`src/rtl/cell_loop_pkg.sv`:
```
package cell_loop_pkg;

    localparam int NUM_STREAMS = 3;
    localparam int NUM_PORTS   = 3;

    // source stream indices (also the tie-break order)
    localparam int SRC_BUF = 0;
    localparam int SRC_TXO = 1;
    localparam int SRC_RXL = 2;

    // sink indices
    localparam int DST_HTI = 0;
    localparam int DST_LTX = 1;
    localparam int DST_HRX = 2;

    typedef enum logic [1:0] {
        TAP_OFF  = 2'b00,
        TAP_ONLY = 2'b01,
        TAP_FWD  = 2'b10,
        TAP_RSVD = 2'b11
    } tap_mode_e;

    typedef logic [NUM_PORTS-1:0] dst_mask_t;

    function automatic logic tap_looping(logic [1:0] mode);
        return (mode == TAP_ONLY) || (mode == TAP_FWD);
    endfunction

    // sink set a stream feeds under a given tap setting
    function automatic dst_mask_t route_of(int src, logic [1:0] mode);
        dst_mask_t normal_m;
        dst_mask_t loop_m;
        normal_m = '0;
        loop_m   = '0;
        case (src)
            SRC_BUF: begin normal_m[DST_HTI] = 1'b1; loop_m[DST_HRX] = 1'b1; end
            SRC_TXO: begin normal_m[DST_LTX] = 1'b1; loop_m[DST_HRX] = 1'b1; end
            default: begin normal_m[DST_HRX] = 1'b1; loop_m[DST_LTX] = 1'b1; end
        endcase
        case (mode)
            TAP_ONLY: return loop_m;
            TAP_FWD:  return loop_m | normal_m;
            default:  return normal_m;
        endcase
    endfunction

endpackage

```
`src/rtl/cell_loop_fork.sv`:
```
module cell_loop_fork #(
    parameter int CELL_BYTES = 53,
    parameter int NUM_DST    = 3
) (
    input  logic               clk,
    input  logic               rst_n,
    input  logic               grant_i,
    input  logic [NUM_DST-1:0] grant_mask_i,
    input  logic               src_valid_i,
    input  logic [NUM_DST-1:0] dst_ready_i,
    output logic               busy_o,
    output logic [NUM_DST-1:0] mask_o,
    output logic [NUM_DST-1:0] dst_valid_o,
    output logic               src_pop_o,
    output logic               first_o
);

    localparam int CNT_W = (CELL_BYTES > 1) ? $clog2(CELL_BYTES) : 1;
    localparam int LAST  = CELL_BYTES - 1;

    typedef struct packed {
        logic               busy;
        logic [NUM_DST-1:0] mask;
        logic [NUM_DST-1:0] done;
        logic [CNT_W-1:0]   cnt;
    } fork_state_t;

    fork_state_t st_d, st_q;
    logic [NUM_DST-1:0] valid_c;
    logic               all_taken_c;
    logic               pop_c;

    always_comb begin
        valid_c     = {NUM_DST{st_q.busy & src_valid_i}} & st_q.mask & ~st_q.done;
        all_taken_c = &(~st_q.mask | st_q.done | dst_ready_i);
        pop_c       = st_q.busy & src_valid_i & all_taken_c;
        st_d        = st_q;
        if (!st_q.busy) begin
            if (grant_i) begin
                st_d.busy = 1'b1;
                st_d.mask = grant_mask_i;
                st_d.done = '0;
                st_d.cnt  = '0;
            end
        end else if (pop_c) begin
            st_d.done = '0;
            if (st_q.cnt == CNT_W'(LAST)) begin
                st_d.busy = 1'b0;
                st_d.cnt  = '0;
            end else begin
                st_d.cnt = st_q.cnt + 1'b1;
            end
        end else begin
            st_d.done = st_q.done | (valid_c & dst_ready_i);
        end
    end

    always_ff @(posedge clk) begin
        if (!rst_n) begin
            st_q <= '0;
        end else begin
            st_q <= st_d;
        end
    end

    assign busy_o      = st_q.busy;
    assign mask_o      = st_q.mask;
    assign dst_valid_o = valid_c;
    assign src_pop_o   = pop_c;
    assign first_o     = (st_q.cnt == '0);

    // a sink that already took the byte must be one of the granted sinks
    assert_done_in_mask_R6: assert property (@(posedge clk) disable iff (!rst_n)
        (st_q.done & ~st_q.mask) == '0);

    // the allocator never hands a new cell to a stream mid-cell
    assert_grant_when_idle_R7: assert property (@(posedge clk) disable iff (!rst_n)
        grant_i |-> !st_q.busy);

endmodule

```
`src/rtl/cell_loop_alloc.sv`:
```
module cell_loop_alloc #(
    parameter int NUM_SRC = 3,
    parameter int NUM_DST = 3
) (
    input  logic [NUM_SRC-1:0] pend_i,
    input  logic [NUM_SRC-1:0] loop_i,
    input  logic [NUM_DST-1:0] want_i [NUM_SRC],
    input  logic [NUM_DST-1:0] held_i,
    output logic [NUM_SRC-1:0] grant_o
);

    logic [NUM_DST-1:0] claimed_c;

    // Pass 0 serves looping streams, pass 1 the rest, index order inside a pass.
    // A pending stream claims its sinks even when blocked, so lower ranks
    // cannot take them and a cell is granted only with all its sinks at once.
    always_comb begin
        claimed_c = held_i;
        grant_o   = '0;
        for (int pass = 0; pass < 2; pass++) begin
            for (int s = 0; s < NUM_SRC; s++) begin
                if (pend_i[s] && (loop_i[s] == (pass == 0))) begin
                    if ((want_i[s] & claimed_c) == '0) begin
                        grant_o[s] = 1'b1;
                    end
                    claimed_c = claimed_c | want_i[s];
                end
            end
        end
    end

endmodule

```
`src/rtl/cell_loop_ctrl.sv`:
```
module cell_loop_ctrl
    import cell_loop_pkg::*;
#(
    parameter int DATA_W     = 8,
    parameter int CELL_BYTES = 53
) (
    input  logic              clk,
    input  logic              rst_n,
    input  logic [1:0]        cfg_tap_buf,
    input  logic [1:0]        cfg_tap_txo,
    input  logic [1:0]        cfg_tap_rxl,
    input  logic [DATA_W-1:0] buf_data,
    input  logic              buf_empty,
    output logic              buf_rd,
    input  logic [DATA_W-1:0] txo_data,
    input  logic              txo_soc,
    input  logic              txo_valid,
    output logic              txo_ready,
    input  logic [DATA_W-1:0] rxl_data,
    input  logic              rxl_soc,
    input  logic              rxl_valid,
    output logic              rxl_ready,
    output logic [DATA_W-1:0] hti_data,
    output logic              hti_soc,
    output logic              hti_valid,
    input  logic              hti_ready,
    output logic [DATA_W-1:0] ltx_data,
    output logic              ltx_soc,
    output logic              ltx_valid,
    input  logic              ltx_ready,
    output logic [DATA_W-1:0] hrx_data,
    output logic              hrx_soc,
    output logic              hrx_valid,
    input  logic              hrx_ready
);

    logic [DATA_W-1:0]    src_data  [NUM_STREAMS];
    logic [NUM_STREAMS-1:0] src_valid;
    logic [1:0]           tap_mode  [NUM_STREAMS];
    logic [NUM_PORTS-1:0] want      [NUM_STREAMS];
    logic [NUM_STREAMS-1:0] pend, looping, grant, busy, pop, first;
    logic [NUM_PORTS-1:0] fk_mask   [NUM_STREAMS];
    logic [NUM_PORTS-1:0] fk_valid  [NUM_STREAMS];
    logic [NUM_PORTS-1:0] held;
    logic [NUM_PORTS-1:0] port_ready;
    logic [NUM_PORTS-1:0] out_valid, out_soc;
    logic [DATA_W-1:0]    out_data  [NUM_PORTS];
    logic [NUM_STREAMS-1:0] owner   [NUM_PORTS];

    always_comb begin
        src_data[SRC_BUF]  = buf_data;
        src_data[SRC_TXO]  = txo_data;
        src_data[SRC_RXL]  = rxl_data;
        src_valid[SRC_BUF] = ~buf_empty;
        src_valid[SRC_TXO] = txo_valid;
        src_valid[SRC_RXL] = rxl_valid;
        tap_mode[SRC_BUF]  = cfg_tap_buf;
        tap_mode[SRC_TXO]  = cfg_tap_txo;
        tap_mode[SRC_RXL]  = cfg_tap_rxl;
        port_ready[DST_HTI] = hti_ready;
        port_ready[DST_LTX] = ltx_ready;
        port_ready[DST_HRX] = hrx_ready;
    end

    always_comb begin
        for (int s = 0; s < NUM_STREAMS; s++) begin
            want[s]    = route_of(s, tap_mode[s]);
            looping[s] = tap_looping(tap_mode[s]);
            pend[s]    = src_valid[s] & ~busy[s];
        end
    end

    always_comb begin
        for (int o = 0; o < NUM_PORTS; o++) begin
            for (int s = 0; s < NUM_STREAMS; s++) begin
                owner[o][s] = busy[s] & fk_mask[s][o];
            end
            held[o] = |owner[o];
        end
    end

    cell_loop_alloc #(
        .NUM_SRC (NUM_STREAMS),
        .NUM_DST (NUM_PORTS)
    ) alloc_i (
        .pend_i  (pend),
        .loop_i  (looping),
        .want_i  (want),
        .held_i  (held),
        .grant_o (grant)
    );

    for (genvar s = 0; s < NUM_STREAMS; s++) begin : g_fork
        cell_loop_fork #(
            .CELL_BYTES (CELL_BYTES),
            .NUM_DST    (NUM_PORTS)
        ) fork_i (
            .clk          (clk),
            .rst_n        (rst_n),
            .grant_i      (grant[s]),
            .grant_mask_i (want[s]),
            .src_valid_i  (src_valid[s]),
            .dst_ready_i  (port_ready),
            .busy_o       (busy[s]),
            .mask_o       (fk_mask[s]),
            .dst_valid_o  (fk_valid[s]),
            .src_pop_o    (pop[s]),
            .first_o      (first[s])
        );

        // a cell is granted only onto sinks nobody holds
        assert_grant_free_sinks_R8: assert property (@(posedge clk) disable iff (!rst_n)
            grant[s] |-> ((want[s] & held) == '0));
    end

    always_comb begin
        for (int o = 0; o < NUM_PORTS; o++) begin
            out_data[o]  = '0;
            out_valid[o] = 1'b0;
            out_soc[o]   = 1'b0;
            for (int s = 0; s < NUM_STREAMS; s++) begin
                if (owner[o][s]) begin
                    out_data[o]  = src_data[s];
                    out_valid[o] = fk_valid[s][o];
                    out_soc[o]   = fk_valid[s][o] & first[s];
                end
            end
        end
    end

    assign buf_rd    = pop[SRC_BUF];
    assign txo_ready = pop[SRC_TXO];
    assign rxl_ready = pop[SRC_RXL];

    assign hti_data  = out_data[DST_HTI];
    assign hti_valid = out_valid[DST_HTI];
    assign hti_soc   = out_soc[DST_HTI];
    assign ltx_data  = out_data[DST_LTX];
    assign ltx_valid = out_valid[DST_LTX];
    assign ltx_soc   = out_soc[DST_LTX];
    assign hrx_data  = out_data[DST_HRX];
    assign hrx_valid = out_valid[DST_HRX];
    assign hrx_soc   = out_soc[DST_HRX];

    for (genvar o = 0; o < NUM_PORTS; o++) begin : g_port_chk
        assert_single_owner_R7: assert property (@(posedge clk) disable iff (!rst_n)
            $onehot0(owner[o]));

        assert_hold_until_taken_R9: assert property (@(posedge clk) disable iff (!rst_n)
            (out_valid[o] && !port_ready[o]) |=> (out_valid[o] && $stable(out_data[o])));
    end

    assert_read_only_when_filled_R3: assert property (@(posedge clk) disable iff (!rst_n)
        buf_rd |-> !buf_empty);

    assert_txo_cell_aligned_R7: assert property (@(posedge clk) disable iff (!rst_n)
        (txo_valid && !busy[SRC_TXO]) |-> txo_soc);

    assert_rxl_cell_aligned_R7: assert property (@(posedge clk) disable iff (!rst_n)
        (rxl_valid && !busy[SRC_RXL]) |-> rxl_soc);

endmodule

```
`config.mk`:
```
export PLATFORM = sky130hd
export DESIGN_NAME = cell_loop_ctrl
export DESIGN_NICKNAME = d
export VERILOG_FILES = /design/src/rtl/cell_loop_pkg.sv /design/src/rtl/cell_loop_fork.sv /design/src/rtl/cell_loop_alloc.sv /design/src/rtl/cell_loop_ctrl.sv
export SDC_FILE = /design/constraint.sdc
export NUM_CORES = 1
export LEC_CHECK = 0
export ABC_CLOCK_PERIOD_IN_PS = 4300
export BUFFER_PORTS_ARGS = -buffer_cell sky130_fd_sc_hd__buf_4
export CORE_UTILIZATION = 55
export CTS_CLUSTER_SIZE = 24
export DETAILED_ROUTE_END_ITERATION = 16
export GPL_TIMING_DRIVEN = 0
export PLACE_DENSITY = 0.86
export SLEW_MARGIN = 5
export SYNTH_ARGS = -nofsm -noshare
export SYNTH_HDL_FRONTEND = slang
export SYNTH_SLANG_ARGS = --single-unit
export TNS_END_PERCENT = 100
```
`constraint.sdc`:
```
create_clock -name clk -period 4.3 [get_ports clk]
set_input_delay 0.645 -clock clk [delete_from_list [all_inputs] [get_ports clk]]
set_output_delay 0.645 -clock clk [all_outputs]
set_load 0.05 [all_outputs]
```
==> impl_metrics.toml <==
[status]
outcome = "completed"

[detailed_routing]
vias_per_cell = 6.05
routedWlPerCell_um = 15.5
dr.pass1.iters = 5
drc = 0
final_antenna_net_count = 0
first_iter_violations = 140
via_count = 2491
wirelength_um = 6390

[sta]
fin_crit_sh_pct = 68.1
hold_viol = 0
worst_slew_pin_slew_ps = 851
setup_viol = 0
hold-worst-slack_ps = 484
relSlewSlack_pct = 43.3
min_period_ps = 2930
worst_clock_skew_ps = 5.55
tns_ps = 0
rsz0062_at_grt = "false"
finalMaxSlewViolations = 0
max_freq_ghz = 0.341

[synth]
synth_flop_cell = "dfxtp_1"
synth-seq-cells = 33
syn_area_mm2 = 0.00220
async_reset_ff_share_pct = 0
synth_edf_count = 0
ys_seq_area_share_pct = 30.0
synth_area_leaders = "dfxtp_1 30%, nand2_1 5.6%, ha_1 5.1%"
synth.top_cell.area_share_pct = 30.0
synthCells = 286
yosysTopAreaCell = "dfxtp_1"
avgSynthCellArea_um2 = 7.70
syn-num-nets = 335
ys_warn_count = 0
synth_cell_types = 55

[finish]
design_area_mm2 = 0.00287
final_common_cell = "buf_4"
n_antenna_cell = 0
drive_gt1_share_pct = 25.0
synthToLayoutAreaGrowth_pct = 30.3
final_cell_mix = "70 x buf_4, 33 x nand2_1, 33 x dfxtp_1"
final_nets = 412

[clock_tree]
path_clk_slew_ps = 60
post_cts_buffers = 0
cts.sinks = 33
ctsLongestPathBuffers = 2
ctsHoldBuffers = 0
cts_tree = "built"
insertion_delay_ps = 290
cts_resized = 0
cts.htree.levels = 2
cts_buffers = 5
cts-root-buf = "clkbuf_8"

[worst_setup_path]
crit_arrival_ps = 2280
cp-startpoint = "g_fork[1].fork_i.busy_o$_SDFF_PN0_"
timing.rr.start = "g_fork[0].fork_i.busy_o$_SDFF_PN0_"
endpoint_kind = "primary output"
critPathMaxFanout = 10
required_ps = 3650
start_kind = "flip-flop"
worst-setup-path-type = "flip-flop to primary output"

[floorplan]
coreArea_mm2 = 0.00374
dieArea_mm2 = 0.00426
io_pins = 73
die_width_um = 65.3
initial_core_util_pct = 58.9
num_rows = 22
die_h_um = 65.3

[global_route]
grt_pass1_vias = 2232
grt_overflow_total = 0
grt_usage_pct = 30.8
grt_pass1_wl_um = 10200
grt_start_max_net_pins = 11
antenna_found_initial = 0

[placement]
dp_hpwl_um = 4860
detailed_place.area_mm2 = 0.00279
io_buffer_count = 70
gp_congestion = 0.919

[hold_path]
hold_class = "flip-flop to flip-flop"
hold_start = "g_fork[2].fork_i.st_q[5]$_SDFFE_PN0P_"

[power_and_ir_drop]
ir_drop_uv = 264
total_power_mw = 0.900
p_per_area_mw_per_mm2 = 313
power.leakage_nw = 1.22

[job]
cap_violations = 0
==> final cells by class <==
type	count	area, µm²
multi-input cells	231	1450
well taps	48	60.1
repair buffers	70	526
clock buffers	6	72.6
flip-flops and latches	33	661
plain buffers	11	48.8
fillers	296	872
inverters	11	41.3
clock inverters	2	10.0
==> sequential cells by signal, summed over array words and instances, names as in the netlist <==
signal	count
g_fork.fork_i.busy_o	3
g_fork.fork_i.mask_o	6
g_fork.fork_i.st_q	24
==> worst max-delay path, stage by stage, from the launching register on <==
cell	delay (ps)
dfxtp_1	310
buf_6	130
and2_1	150
clkbuf_1	230
nor2_1	530
a22oi_1	120
o21ai_0	270
buf_4	250
==> per-layer routing <==
| layer | vias up | global-route usage [%] | part of all wire, % |
|---|---|---|---|
| li1 | 1215 | - | - |
| met1 | 1137 | 37.9 | 43 |
| met2 | 125 | 51.7 | 46 |
| met3 | 14 | 7.81 | 9.3 |
| met4 | 0 | 11.1 | 1.9 |
| met5 | - | 0 | 0 |
==> final timing paths <==
kind	to	cells past startpoint	slack [ps]
worst max-delay path	hrx_data[4]	7	1370
worst min-delay path	g_fork[2].fork_i.st_q[5]$_SDFFE_PN0P_	2	480
worst max register to register	g_fork[0].fork_i.st_q[4]$_SDFFE_PN0P_	6	1950
worst min register to register	g_fork[2].fork_i.st_q[5]$_SDFFE_PN0P_	2	480
==> kinds of logic (layout without fill, tap and decap cells) <==
group	after synthesis	after routing	synth area share, %
XOR/XNOR	2	2	0.795
adder cells (fa/ha/maj)	9	9	5.11
flip-flops	33	33	30.0
AO/OA/AOI/OAI	84	84	26.8
AND/OR/NAND/NOR	135	135	32.8
buffers and inverters	22	100	4.09
multiplexers	1	1	0.454
==> report_power, final <==
group	switching, mW	leakage [nW]	internal [mW]
Sequential	0.0148	0.268	0.320
Combinational	0.219	0.906	0.118
Clock	0.116	0.0450	0.112
Total	0.349	1.22	0.550
==> Yosys cell counts (2+ instances only) <==
library cell  number
a211oi_1           4
a21oi_1           16
a22o_1             8
a22oi_1           10
a31oi_1            3
a41oi_1            2
and2_1             6
and3_1             9
clkbuf_1          10
dfxtp_1           33
ha_1               9
inv_1             11
nand2_1           33
nand2b_1           5
nand3_1           12
nand3b_1           2
nand4b_1           3
nor2_1            27
nor2b_1            6
nor3_1             3
nor3b_1            8
nor4_1             2
o211ai_1           3
o21ai_0           12
o21ai_1            7
o22ai_1            3
o41ai_2            2
or2_2              3
or3_1              6
or4_1              3
==> per-stage QoR <==
step           setup slack, ps  util, %  cells
4_1_cts                   1400     76.7    412
2_1_floorplan             1030        -    286
5_1_grt                   1250     76.7    412
3_5_place_dp              1580     74.5    404
3_3_place_gp              1620     74.5    404
6_report                  1370     76.7    412
Note: power is estimated with default switching activity, not from simulation.
